File: src/rtl/store_lane_steer_pkg.sv
// Package: shared store-kind encoding for the store lane steering unit.
// Assumes a 2-bit store kind supplied by the processor's control decode.
package store_lane_steer_pkg;

    typedef enum logic [1:0] {
        ST_NONE = 2'b00,
        ST_WORD = 2'b01,
        ST_HALF = 2'b10,
        ST_BYTE = 2'b11
    } st_kind_e;

endpackage

File: src/rtl/lane_strobe_dec.sv
// Module: lane_strobe_dec
// Turns a store kind and the in-word byte offset into per-lane strobes and a
// misalignment flag. Assumes an even lane count and little-endian lanes.
// A misaligned word or halfword store suppresses every strobe.
module lane_strobe_dec
    import store_lane_steer_pkg::*;
#(
    parameter int LANES = 4,
    localparam int OFS_W = $clog2(LANES)
) (
    input  st_kind_e             kind,
    input  logic [OFS_W-1:0]     ofs,
    output logic [LANES-1:0]     lane_we,
    output logic                 misalign
);

    logic [LANES-1:0] raw_we;

    // Purpose: flag word stores off a word boundary and halfword stores off a halfword boundary.
    always_comb begin
        unique case (kind)
            ST_WORD: misalign = (ofs != '0);
            ST_HALF: misalign = ofs[0];
            default: misalign = 1'b0;
        endcase
    end

    // One strobe per lane, chosen by the store kind and the byte offset.
    for (genvar i = 0; i < LANES; i++) begin : g_lane
        // Purpose: decide whether lane i is written for this store kind.
        always_comb begin
            unique case (kind)
                ST_WORD: raw_we[i] = 1'b1;
                ST_HALF: raw_we[i] = (ofs[OFS_W-1:1] == (OFS_W-1)'(i / 2));
                ST_BYTE: raw_we[i] = (ofs == OFS_W'(i));
                default: raw_we[i] = 1'b0;
            endcase
        end
    end

    // Purpose: a misaligned store writes nothing.
    always_comb begin
        lane_we = misalign ? '0 : raw_we;
    end

endmodule

File: src/rtl/lane_data_steer.sv
// Module: lane_data_steer
// Replicates the narrow store operand across the lanes so that the strobes alone
// pick the bytes that change. Assumes narrow data is right-aligned at the input.
module lane_data_steer
    import store_lane_steer_pkg::*;
#(
    parameter int LANES = 4,
    localparam int DATA_W = LANES * 8
) (
    input  st_kind_e            kind,
    input  logic [DATA_W-1:0]   din,
    output logic [DATA_W-1:0]   dout
);

    // One output byte per lane, taken from the input byte the store kind maps there.
    for (genvar i = 0; i < LANES; i++) begin : g_lane
        // Purpose: pick the source byte for lane i.
        always_comb begin
            unique case (kind)
                ST_HALF: dout[i*8 +: 8] = din[(i % 2)*8 +: 8];
                ST_BYTE: dout[i*8 +: 8] = din[7:0];
                default: dout[i*8 +: 8] = din[i*8 +: 8];
            endcase
        end
    end

endmodule

File: src/rtl/store_lane_steer.sv
// Module: store_lane_steer (top)
// Combinational store-side steering between the datapath and a word-wide
// memory with byte strobes. No clock and no reset: outputs track inputs.
// Assumes a 2-bit store kind encoded as in store_lane_steer_pkg.
module store_lane_steer
    import store_lane_steer_pkg::*;
#(
    parameter int ADDR_W = 32,
    parameter int LANES  = 4,
    localparam int DATA_W = LANES * 8,
    localparam int OFS_W  = $clog2(LANES),
    localparam int IDX_W  = ADDR_W - OFS_W
) (
    input  logic [1:0]        st_kind_i,
    input  logic [ADDR_W-1:0] addr_i,
    input  logic [DATA_W-1:0] wdata_i,
    output logic [LANES-1:0]  lane_we_o,
    output logic [DATA_W-1:0] wdata_o,
    output logic [IDX_W-1:0]  word_idx_o,
    output logic              misalign_o
);

    st_kind_e kind;

    // Purpose: give the raw store-kind code its enumerated type.
    always_comb begin
        kind = st_kind_e'(st_kind_i);
    end

    // Purpose: the memory is word-addressed for every store kind.
    always_comb begin
        word_idx_o = addr_i[ADDR_W-1:OFS_W];
    end

    lane_strobe_dec #(.LANES(LANES)) u_dec (
        .kind     (kind),
        .ofs      (addr_i[OFS_W-1:0]),
        .lane_we  (lane_we_o),
        .misalign (misalign_o)
    );

    lane_data_steer #(.LANES(LANES)) u_steer (
        .kind (kind),
        .din  (wdata_i),
        .dout (wdata_o)
    );

endmodule

File: config.mk
export PLATFORM = sky130hd
export DESIGN_NAME = store_lane_steer
export DESIGN_NICKNAME = d
export VERILOG_FILES = /design/src/rtl/store_lane_steer_pkg.sv /design/src/rtl/lane_strobe_dec.sv /design/src/rtl/lane_data_steer.sv /design/src/rtl/store_lane_steer.sv
export SDC_FILE = /design/constraint.sdc
export NUM_CORES = 1
export LEC_CHECK = 0
export ABC_AREA = 1
export ABC_CLOCK_PERIOD_IN_PS = 1200
export BUFFER_PORTS_ARGS = -buffer_cell sky130_fd_sc_hd__buf_2
export CAP_MARGIN = 20
export CORE_ASPECT_RATIO = 1.2
export CORE_MARGIN = 1.5
export CORE_UTILIZATION = 28
export DETAILED_ROUTE_END_ITERATION = 8
export PLACE_DENSITY = 0.8
export SYNTH_ARGS = -nofsm -noshare
export SYNTH_HDL_FRONTEND = slang
export SYNTH_SLANG_ARGS = --single-unit
File: constraint.sdc
create_clock -name vclk -period 1.2
set_input_delay 0.24 -clock vclk [all_inputs]
set_output_delay 0.24 -clock vclk [all_outputs]
set_load 0.01 [all_outputs]
==> flow_summary_export.csv <==
group,metric,value,unit
drt,firstDrtPassIters,4,
logic_synthesis,syn_area_per_cell,5.55,µm²
worst_setup_path,cp_num_cells,9,
grt,grt_max_degree,13,
power_and_ir_drop,p_int,293,µW
worst_hold_path,hold_depth,0,
floorplan,start_util,0.292,
power_and_ir_drop,p_sw,304,µW
floorplan,die_x,54.6,µm
placement,hpwl,2070,µm
power_and_ir_drop,cellPowerDensity,427,nW/µm²
cells_and_area,multiInputGateArea,706,µm²
floorplan,fp-row-count,22,
grt,track_usage,0.131,
sta,rsz0062_at_grt,"yes",
run_status,status,"complete, but fails checks",
sta,setup_viol,29,
clock_network,cts-hold-fix-buffers,0,
placement,place_ws,-305,ps
power_and_ir_drop,power_frac_clock,0,
power_and_ir_drop,leakage,0.000759,µW
worst_setup_path,worstPathRequired,960,ps
sta,fin_crit,1370,ps
logic_synthesis,synth.yosys.warnings,0,
drt,wl,2640,µm
sta,finalCritPeriodShare,1.14,
worst_setup_path,crit_end,"lane_we_o[2]",
grt,overflow,0,
logic_synthesis,synth_nets,232,
grt,antenna_found_initial,0,
logic_synthesis,netlist_area,893,µm²
worst_setup_path,crit_start,"st_kind_i[1]",
worst_setup_path,cp.arrival,1130,ps
power_and_ir_drop,seq_power_share,0,
cells_and_area,seq_cells,0,
drt,wl_per_cell,10.8,µm
logic_synthesis,seq_area_frac_synth,0,
sta,slew_viol_final,0,
logic_synthesis,synth_cells,161,
placement,io_buffers,73,
power_and_ir_drop,vdd_drop_max,0.000199,V
floorplan,io-pin-count,133,
drt,drt.antenna.violating_nets,0,
cells_and_area,num-clock-buffers,0,
worst_setup_path,crit_buf_inv,4,
run_status,violations,"negative setup slack",
grt,grt_pass1_vias,928,
logic_synthesis,synth_area_leaders,"buf_4 (34%), nand2_1 (28%), ha_1 (7.0%), o21ai_0 (6.2%), nor2_1 (3.8%)",
sta,fin_ws,-172,ps
placement,gp_congestion,0.773,
worst_setup_path,slowest_delay,180,ps
logic_synthesis,synth_top_area_frac,0.345,
logic_synthesis,synth_area_leader_cell,"buf_4",
cells_and_area,drive_gt1_frac,0.694,
power_and_ir_drop,pwr-share-comb,1.000,
cells_and_area,areaGrowthSynthToFinish,56.6,%
worst_hold_path,hold_class,"in -> out",
sta,relSlewSlack,0.876,
worst_setup_path,worst_setup_path_start_kind,"primary input",
drt,drt_iter0_drc,24,
flow_run,maxCapViolations,0,
sta,fmaxAchievable,0.729,GHz
logic_synthesis,ys_types,17,
worst_setup_path,cp_cell_sequence,"buf_12, buf_4, ha_4, buf_6, nand3_2, nand2_1, nand2_1, nor2_2, buf_2",
power_and_ir_drop,swShare,0.509,
cells_and_area,diodes,0,
floorplan,fp.dieArea,3540,µm²
grt,grt_pass1_wl,3640,µm
worst_setup_path,cp-end-kind,"output port",
worst_setup_path,cpLargestDelayFamily,"buffers and inverters",
sta,hold_viol_final,0,
worst_setup_path,critical_path.slowest_cell,"ha_4",
sta,tightestPinTransition,185,ps
worst_setup_path,crit_top_cell,"nand2_1",
cells_and_area,nFillCells,333,
cells_and_area,regArea,0,µm²
drt,vias,1122,
logic_synthesis,yosysMostFrequentCell,"nand2_1",
floorplan,core,3060,µm²
cells_and_area,fin_nets,282,
drt,post-route-drc-count,0,
cells_and_area,final_util,0.458,
drt,avgViaCountPerCell,4.58,
worst_setup_path,path_max_fanout,6,
worst_setup_path,crit_type,"in -> out",
floorplan,die_height,64.9,µm
logic_synthesis,synthTopCellsByCount,"nand2_1 (66), buf_4 (41), o21ai_0 (11)",
-- cells in the final DEF, fill, tap and decap left out --
cell / Yosys / routed
a21boi_2: 0 / 2
a21oi_2: 1 / 1
buf_12: 0 / 2
buf_2: 2 / 66
buf_4: 41 / 12
buf_6: 2 / 13
ha_4: 0 / 5
inv_1: 7 / 4
inv_2: 2 / 4
inv_8: 0 / 1
nand2_1: 66 / 42
nand2_2: 0 / 22
nand2_4: 0 / 2
nand3_2: 0 / 2
nor2_1: 9 / 4
nor2_2: 0 / 4
nor2_4: 1 / 2
nor3_1: 1 / 1
o211ai_1: 4 / 4
o211ai_2: 2 / 2
o21ai_0: 11 / 2
o21ai_1: 3 / 7
o21ai_2: 0 / 5
-- logic make-up (layout without fill, tap and decap cells) --
group	count (synthesis)	after routing	share of synthesized area
fa+ha+maj	5	5	0.0700
simple gates	79	79	0.345
buf+inv	54	102	0.419
compound gates	23	23	0.167
-- through the flow --
stage	std cells	power (µW)	TNS, ps	cell area (µm²)	hold WS, ps
after global placement	240	461	-5910	1090	480
after CTS	241	532	-2780	1240	480
after detailed placement	240	467	-6300	1090	480
after floorplan	161	365	0	915	572
final	245	597	-3400	1400	480
after global routing	245	655	-4940	1400	480
-- power groups by stage --
stage               Sequential, µW  Clock [µW]  Combinational [µW]
floorplan                        0           0                 365
global placement                 0           0                 461
detailed placement               0           0                 467
CTS                              0           0                 532
global route                     0           0                 655
finish                           0           0                 597
-- worst min-delay path by stage --
stage	from	endpoint
final	addr_i[14]	word_idx_o[12]
after global routing	addr_i[31]	word_idx_o[29]
after CTS	addr_i[2]	word_idx_o[0]
after detailed placement	addr_i[2]	word_idx_o[0]
after global placement	addr_i[2]	word_idx_o[0]
after floorplan	wdata_i[0]	wdata_o[0]
-- what timing repair did --
action / CTS / global route
setup buffers: 0 / 4
gates cloned: 1 / 0
pin swaps: 11 / 17
setup endpoints to repair: 29 / 29
gates resized for setup: 42 / 36
-- area by class of cell --
class	count	share of cell area
Multi-Input combinational cell	107	0.504
Inverter	9	0.0295
Timing Repair Buffer	93	0.434
Tap cell	36	0.0322
-- layer usage --
layer | track usage | up-vias | routed length [µm] | share of wire
met5 | 0 | - | 0 | 0
met4 | 0.0469 | 0 | 31 | 0.012
met3 | 0.0115 | 8 | 205 | 0.078
met2 | 0.280 | 50 | 1470 | 0.56
met1 | 0.113 | 501 | 929 | 0.35
li1 | - | 563 | - | -
Note: power is estimated with default switching activity, not from simulation.
